### src/rtl/bcast_pkg.sv
package bcast_pkg;
   // Width of an index into a store of the given number of entries (min 1).
   function automatic int unsigned idx_w(input int unsigned entries);
      return (entries > 1) ? $clog2(entries) : 1;
   endfunction

   // Width of an occupancy counter able to hold 0..entries.
   function automatic int unsigned occ_w(input int unsigned entries);
      return $clog2(entries + 1);
   endfunction
endpackage

### src/rtl/bcast_fifo.sv
module bcast_fifo
   import bcast_pkg::*;
#(
   parameter int unsigned DATA_W = 8,
   parameter int unsigned DEPTH  = 4,
   localparam int unsigned PTR_W = idx_w(DEPTH),
   localparam int unsigned CNT_W = occ_w(DEPTH)
) (
   input  logic              clk,
   input  logic              rst_n,
   input  logic              push,
   input  logic [DATA_W-1:0] wdata,
   input  logic              pop,
   output logic [DATA_W-1:0] rdata,
   output logic              empty,
   output logic              full,
   output logic [CNT_W-1:0]  count
);
   logic do_push, do_pop;
   assign do_push = push & ~full;
   assign do_pop  = pop & ~empty;

   generate
      if (DEPTH == 1) begin : g_single
         logic              occ;
         logic [DATA_W-1:0] slot;

         always_ff @(posedge clk) begin
            if (!rst_n) begin
               occ <= 1'b0;
            end else if (do_push) begin
               occ <= 1'b1;
            end else if (do_pop) begin
               occ <= 1'b0;
            end
         end

         always_ff @(posedge clk) begin
            if (do_push) slot <= wdata;
         end

         assign rdata = slot;
         assign empty = ~occ;
         assign full  = occ;
         assign count = CNT_W'(occ);
      end else begin : g_ring
         logic [DATA_W-1:0] mem [DEPTH];
         logic [PTR_W-1:0]  wr_ptr, rd_ptr;
         logic [CNT_W-1:0]  cnt;

         function automatic logic [PTR_W-1:0] bump(input logic [PTR_W-1:0] p);
            return (p == PTR_W'(DEPTH - 1)) ? '0 : p + PTR_W'(1);
         endfunction

         always_ff @(posedge clk) begin
            if (!rst_n) begin
               wr_ptr <= '0;
               rd_ptr <= '0;
               cnt    <= '0;
            end else begin
               if (do_push) wr_ptr <= bump(wr_ptr);
               if (do_pop)  rd_ptr <= bump(rd_ptr);
               case ({do_push, do_pop})
                  2'b10:   cnt <= cnt + CNT_W'(1);
                  2'b01:   cnt <= cnt - CNT_W'(1);
                  default: cnt <= cnt;
               endcase
            end
         end

         always_ff @(posedge clk) begin
            if (do_push) mem[wr_ptr] <= wdata;
         end

         assign rdata = mem[rd_ptr];
         assign empty = (cnt == '0);
         assign full  = (cnt == CNT_W'(DEPTH));
         assign count = cnt;
      end
   endgenerate
endmodule

### src/rtl/bcast_flags.sv
module bcast_flags #(
   parameter int unsigned NUM_RX = 4
) (
   input  logic              clk,
   input  logic              rst_n,
   input  logic              head_ok,
   input  logic [NUM_RX-1:0] rx_ack,
   output logic [NUM_RX-1:0] rx_valid,
   output logic              retire,
   output logic [NUM_RX-1:0] flags
);
   logic [NUM_RX-1:0] taken;
   logic [NUM_RX-1:0] done_next;

   generate
      for (genvar i = 0; i < NUM_RX; i++) begin : g_rx
         assign rx_valid[i]  = head_ok & ~flags[i];
         assign taken[i]     = rx_valid[i] & rx_ack[i];
         assign done_next[i] = flags[i] | taken[i];
      end
   endgenerate

   assign retire = head_ok & (&done_next);

   always_ff @(posedge clk) begin
      if (!rst_n) begin
         flags <= '0;
      end else if (retire) begin
         flags <= '0;
      end else begin
         flags <= done_next;
      end
   end
endmodule

### src/rtl/bcast_fanout.sv
module bcast_fanout
   import bcast_pkg::*;
#(
   parameter int unsigned DATA_W = 8,
   parameter int unsigned DEPTH  = 4,
   parameter int unsigned NUM_RX = 4,
   localparam int unsigned CNT_W = occ_w(DEPTH)
) (
   input  logic              clk,
   input  logic              rst_n,
   input  logic              in_valid,
   input  logic [DATA_W-1:0] in_data,
   output logic              in_full,
   output logic [NUM_RX-1:0] rx_valid,
   input  logic [NUM_RX-1:0] rx_ack,
   output logic [DATA_W-1:0] rx_data
);
   generate
      if (NUM_RX < 1) begin : g_bad_rx
         $error("bcast_fanout: NUM_RX must be at least 1");
      end
      if (DEPTH < 1) begin : g_bad_depth
         $error("bcast_fanout: DEPTH must be at least 1");
      end
      if (DATA_W < 1) begin : g_bad_width
         $error("bcast_fanout: DATA_W must be at least 1");
      end
   endgenerate

   logic              fifo_empty;
   logic              head_ok;
   logic              retire;
   logic [NUM_RX-1:0] flags;
   logic [CNT_W-1:0]  count;

   assign head_ok = ~fifo_empty;

   bcast_fifo #(
      .DATA_W (DATA_W),
      .DEPTH  (DEPTH)
   ) u_fifo (
      .clk   (clk),
      .rst_n (rst_n),
      .push  (in_valid),
      .wdata (in_data),
      .pop   (retire),
      .rdata (rx_data),
      .empty (fifo_empty),
      .full  (in_full),
      .count (count)
   );

   bcast_flags #(
      .NUM_RX (NUM_RX)
   ) u_flags (
      .clk      (clk),
      .rst_n    (rst_n),
      .head_ok  (head_ok),
      .rx_ack   (rx_ack),
      .rx_valid (rx_valid),
      .retire   (retire),
      .flags    (flags)
   );
endmodule

### config.mk
export PLATFORM = sky130hd
export DESIGN_NAME = bcast_fanout
export DESIGN_NICKNAME = d
export VERILOG_FILES = /design/src/rtl/bcast_pkg.sv /design/src/rtl/bcast_fifo.sv /design/src/rtl/bcast_flags.sv /design/src/rtl/bcast_fanout.sv
export SDC_FILE = /design/constraint.sdc
export NUM_CORES = 1
export LEC_CHECK = 0
export BUFFER_PORTS_ARGS = -buffer_cell sky130_fd_sc_hd__buf_2
export CAP_MARGIN = 20
export CORE_MARGIN = 10
export CORE_UTILIZATION = 33
export CTS_CLUSTER_DIAMETER = 40
export CTS_CLUSTER_SIZE = 30
export DETAILED_ROUTE_END_ITERATION = 10
export GPL_ROUTABILITY_DRIVEN = 0
export HOLD_SLACK_MARGIN = 0.08
export SYNTH_ARGS = -nofsm -noshare
export SYNTH_HDL_FRONTEND = slang
export SYNTH_SLANG_ARGS = --single-unit
### constraint.sdc
create_clock -name clk -period 3 [get_ports clk]
set_input_delay 0.3 -clock clk [delete_from_list [all_inputs] [get_ports clk]]
set_output_delay 0.3 -clock clk [all_outputs]
set_load 0.03 [all_outputs]
==> flow_summary.toml, run 1 <==
[synthesis]
synth_cells = 112
ys_types = 27
synth_edf_count = 32
netlist_area_sq_mm = 0.00181
syn_nets = 134
syn_area_per_cell_sq_um = 16.2
synth-seq-cells = 45
yosysTopAreaCell = "edfxtp_1"
synth_most_common_cell = "edfxtp_1"
synth_ff_type = "edfxtp_1"
yosysSeqAreaShare_pct = 67.3
synthDominantCellAreaShare_pct = 53.0
synth_common_cells = "32 x edfxtp_1, 13 x dfxtp_1, 9 x nor2_1, 8 x mux4_2"
synth_area_leaders = "edfxtp_1 53%, dfxtp_1 14%, mux4_2 9.9%, ha_1 4.1%, nor2_1 1.9%"
synthArstFlopShare_pct = 0
ys_warn_count = 0

[layout]
fin_area_sq_mm = 0.00212
n_antenna_cell = 0
fin_nets = 166
n_fill_cell = 490
final-seq-area_sq_mm = 0.00122
syn_to_final_growth_pct = 16.9
drive_gt1_share_pct = 31.7
multi_input_area_sq_um = 566

[setup_path]
reg2regPathDepth = 8
cp_slowest_cell = "dfxtp_1"
cp_data_required_time_ns = 3.22
max_stage_delay_ns = 0.50
critPathMaxFanout = 6
crit_chain = "nor3b_2, nor2_1, inv_1, ha_1, fa_1, xnor2_1, or3_1, a21oi_1"
crit_type = "flop to flop"
critPathArrivalTime_ns = 2.44
critPathLaunchType = "flop"
cp-end-kind = "flop"

[sta]
worst_slew_pin_slew_ns = 0.567
setup_tns_ns = 0
clock_skew_ns = 0.00921
rsz0062_at_grt = "no"
finalSetupViolations = 0
timing.fmax_ghz = 0.450
slew_violations = 0
hold_viol = 0
post-route-period-util_pct = 74.2
timing.slew.headroom_pct = 62.1
min_period_ns = 2.22

[grt]
grt_pass1_vias = 1108
grt_max_degree = 15
antenna_found_initial = 0
overflow = 0
grt_pass1_wl_mm = 5.18
grt_usage_pct = 7.53

[floorplan]
row_count = 26
core_area_sq_mm = 0.00520
die-area_sq_mm = 0.00886
fp.dieH_um = 94.1
initial_core_util_pct = 34.9
fp.dieW_um = 94.1
io-pin-count = 28

[placement]
hpwlAfterDp_mm = 2.37
dpl_cell_area_sq_mm = 0.00203
portBuffers = 27

[clocking]
clockRootBuffer = "clkbuf_8"
clkTransAtPathRegs_ns = 0.09
cts_tree = "done"
clk_latency_ns = 0.29
cts_buffers = 5
h-tree-depth = 2
clock_path_buffers = 2
hold_buffers = 0
cts_setup_buffers = 0
cts_resized = 0
cts.sinks = 45

[outcome]
status = "completed"

[power]
vdd_ir_drop_max_mv = 0.382
report.power.total_mw = 1.36
p_leak_nw = 0.784
power_density_mw_per_mm2 = 643

[hold_path]
hold_depth = 1
hold_path_class = "input port to flop"

[drt]
drt-vias-per-instance = 4.86
drtPass1Iterations = 4
postRouteAntennaNets = 0
drt_iter0_drc = 36
routedWlPerCell_um = 15.2
drc = 0
num_vias = 1044
routed_wl_mm = 3.27

[flow_run]
maxCapViolCount = 0
cell type report:
cell class | instances | share of cell area, %
multi-input cells | 60 | 26.7
clock buffers | 7 | 4.07
inverters | 5 | 0.885
well taps | 70 | 4.13
flip-flops and latches | 45 | 57.6
clock inverters | 1 | 0.295
repair buffers | 27 | 6.37
through the flow:
stage / cells / hold WS (ns) / util [%] / setup WS (ns)
after detailed placement: 207 / 0.491 / 39.0 / 0.820
after global placement: 207 / 0.479 / 39.0 / 0.894
after CTS: 215 / 0.213 / 40.7 / 0.784
final: 215 / 0.216 / 40.7 / 0.775
after floorplan: 112 / 0.399 / - / 0.903
after global routing: 215 / 0.210 / 40.7 / 0.624
critical path, delay by kind of cell (launching register included):
family | cells | cell delay [ns]
DFF | 1 | 0.50
xor gates and xnor gates | 1 | 0.14
and+or+nand+nor | 3 | 0.67
buffers and inverters | 1 | 0.08
AOI/OAI and AO/OA | 1 | 0.15
adders and majority gates | 2 | 0.60
path summary, 6_finish.rpt:
check	start	end	slack, ns
worst max-delay path	u_fifo.count[0]	u_fifo.count[2]	0.78
worst min-delay path	in_data[6]	u_fifo.g_ring.mem[0][6]	0.22
worst max register to register	u_fifo.count[0]	u_fifo.count[2]	0.78
worst min register to register	u_fifo.g_ring.rd_ptr[1]	u_fifo.g_ring.rd_ptr[1]	0.51
cells in the final DEF (no fill, tap or decap), drive strengths merged:
cell and instances:
o21ai 3, mux4 8, and2 4, buf 27, nand3b 1, nor2 9, clkbuf 7, nor4 1
a21oi 6, xor2 1, o22ai 1, inv 6, o311a 1, xnor2 1, or3 3, nor3b 1
edfxtp 32, or4 1, ha 6, nand2 3, fa 1, mux2i 3, dfxtp 13, a21o 1
nor3 5
state kept, by name (all words and copies together), names as in the netlist, named ones only:
| register | count |
|---|---|
| u_fifo.count | 3 |
| u_fifo.g_ring.mem | 32 |
| u_fifo.g_ring.rd_ptr | 2 |
| u_fifo.g_ring.wr_ptr | 2 |
| u_flags.flags | 4 |
power by group:
part,switching (mW),internal [mW]
logic,0.155,0.0883
clock network,0.194,0.188
registers,0.0321,0.706
kinds of logic (layout without fill, tap and decap cells):
kind of cell | Yosys count | count (layout) | share of synthesized area [%]
AO/OA/AOI/OAI | 12 | 12 | 3.79
multiplexers | 11 | 11 | 11.6
buffers and inverters | 7 | 40 | 1.52
adder cells (fa/ha/maj) | 7 | 7 | 5.24
flip-flops | 45 | 45 | 67.3
XOR/XNOR | 2 | 2 | 0.966
AND/OR/NAND/NOR | 28 | 28 | 9.59
routing by layer:
layer  wire (um)  up-vias  share of wire (%)  global-route usage (%)
li1            -      489                  -                       -
met3         269        6                8.2                    3.60
met4          47        0                1.4                    2.66
met1        1340      505                 41                    8.05
met2        1610       44                 49                    12.6
met5           0        -                  0                       0
Power figures use the tool's default switching activity.
==> inputs of run 2 (changes only) <==
==> constraint.sdc (replaced) <==
create_clock -name clk -period 2.1 [get_ports clk]
set_input_delay 0.21 -clock clk [delete_from_list [all_inputs] [get_ports clk]]
set_output_delay 0.21 -clock clk [all_outputs]
set_load 0.03 [all_outputs]
==> flow_summary.toml, run 2 (synthesis gave the netlist of run 1 again) <==
[clocking]
h-tree-depth = 2
cts_tree = "done"
clk_latency_ns = 0.30
cts.sinks = 45
hold_buffers = 0
clockRootBuffer = "clkbuf_8"
cts_buffers = 5
clock_path_buffers = 2
clkTransAtPathRegs_ns = 0.09

[grt]
overflow = 0
grt_usage_pct = 8.18
grt_pass1_wl_mm = 5.58
grt_pass1_vias = 1168
grt_max_degree = 15
antenna_found_initial = 0

[power]
power_switching_share_pct = 27.4
combPwrFrac_pct = 18.6
switchingPower_mw = 0.568
p_clk_share_pct = 30.5
p_leak_nw = 0.817
p_int_mw = 1.51
power_density_mw_per_mm2 = 939
p_seq_share_pct = 50.8
vdd_ir_drop_max_mv = 0.343

[setup_path]
r2r-end = "u_fifo.count[2]"
cp_data_required_time_ns = 2.33
r2r-start = "u_fifo.count[2]"
crit_type = "flop to flop"
critPathLaunchType = "flop"
critPathMaxFanout = 5
reg2regPathDepth = 8
critPathArrivalTime_ns = 2.21
r2r_slack_ns = 0.12
cp-end-kind = "flop"

[sta]
slew_violations = 0
setup_tns_ns = 0
clock_skew_ns = 0.00947
worst_slew_pin_slew_ns = 0.459
post-route-period-util_pct = 94.1
timing.fmax_ghz = 0.506
min_period_ns = 1.98
finalSetupViolations = 0
timing.slew.headroom_pct = 69.4
hold_viol = 0

[floorplan]
core_area_sq_mm = 0.00520
fp.dieH_um = 94.1
die-area_sq_mm = 0.00886
fp.dieW_um = 94.1
io-pin-count = 28
row_count = 26
initial_core_util_pct = 34.9

[drt]
drtPass1Iterations = 4
routed_wl_mm = 3.47
postRouteAntennaNets = 0
drc = 0
drt_iter0_drc = 36
drt-vias-per-instance = 4.79
num_vias = 1059
routedWlPerCell_um = 15.7

[flow_run]
maxCapViolCount = 0

[layout]
n_fill_cell = 494
drive_gt1_share_pct = 39.1
fin_cells = 221
fin_nets = 172
largest_reg_flops = 32
layout_common_cells = "32 x edfxtp_1, 27 x buf_2, 10 x dfxtp_1"
final_common_cell = "edfxtp_1"
syn_to_final_growth_pct = 21.8
top_register = "u_fifo.g_ring.mem"
n_antenna_cell = 0

[hold_path]
hold_depth = 1
hold_path_class = "input port to flop"
min_from = "in_data[2]"
holdPathEnd = "u_fifo.g_ring.mem[2][2]"

[placement]
hpwlAfterDp_mm = 2.49
dp_cells = 212
portBuffers = 27

[outcome]
status = "completed"
==> run 2: per-layer routing <==
| metal | wire length (um) | up-vias | share of wire, % | global-route usage, % |
|---|---|---|---|---|
| li1 | - | 497 | - | - |
| met1 | 1350 | 519 | 39 | 8.16 |
| met3 | 275 | 8 | 7.9 | 4.00 |
| met4 | 50 | 0 | 1.4 | 3.04 |
| met5 | 0 | - | 0 | 0 |
| met2 | 1790 | 35 | 52 | 14.3 |
==> run 2: worst max-delay path by stage <==
stage                                 from               to  depth (start not counted)
after floorplan            u_fifo.count[0]  u_fifo.count[2]                          8
after global placement     u_fifo.count[0]  u_fifo.count[2]                          8
after detailed placement  u_flags.flags[1]  u_fifo.count[2]                          7
after CTS                  u_fifo.count[0]  u_fifo.count[2]                          8
after global routing       u_fifo.count[2]  u_fifo.count[2]                          8
final                      u_fifo.count[2]  u_fifo.count[2]                          8
==> run 2: worst max-delay path, cell delays in order, from the launching register on <==
cell and delay, ns:
dfxtp_2 0.36, nor3b_2 0.16, nor2_1 0.15, inv_1 0.07, ha_2 0.19, fa_2 0.34, xnor2_1 0.14, or3_1 0.37
a21oi_2 0.14
==> run 2: metrics by stage <==
step | worst slack, ns | utilization [%] | instance area, sq um | hold slack, ns | power [mW]
after floorplan | 0.00252 | - | 1810 | 0.309 | 1.32
after global placement | 0.123 | 39.7 | 2070 | 0.421 | 1.43
after detailed placement | 0.0288 | 39.7 | 2070 | 0.433 | 1.45
after CTS | 0.0121 | 41.8 | 2180 | 0.122 | 2.08
after global routing | -0.0116 | 42.5 | 2210 | 0.122 | 2.16
final | 0.124 | 42.5 | 2210 | 0.128 | 2.07
==> run 2: layout make-up <==
cell class	instances	area [sq um]	share of cell area [%]
clock buffer	5	68.8	3.11
multi-input combinational	60	588	26.6
clock inverter	3	41.3	1.87
inverter	5	18.8	0.849
tap	70	87.6	3.96
sequential	45	1220	55.4
timing repair buffer	33	180	8.15
==> run 2: power groups by stage <==
stage | clock, mW | sequential (mW) | combinational [mW]
6_report | 0.634 | 1.05 | 0.387
2_1_floorplan | 0 | 1.06 | 0.261
5_1_grt | 0.679 | 1.06 | 0.424
4_1_cts | 0.648 | 1.05 | 0.385
3_3_place_gp | 0 | 1.06 | 0.365
3_5_place_dp | 0 | 1.07 | 0.381
==> run 2: repair_timing <==
item	4_1_cts	5_1_grt
buffers inserted	0	1
setup endpoints to repair	0	1
resized for setup	0	8
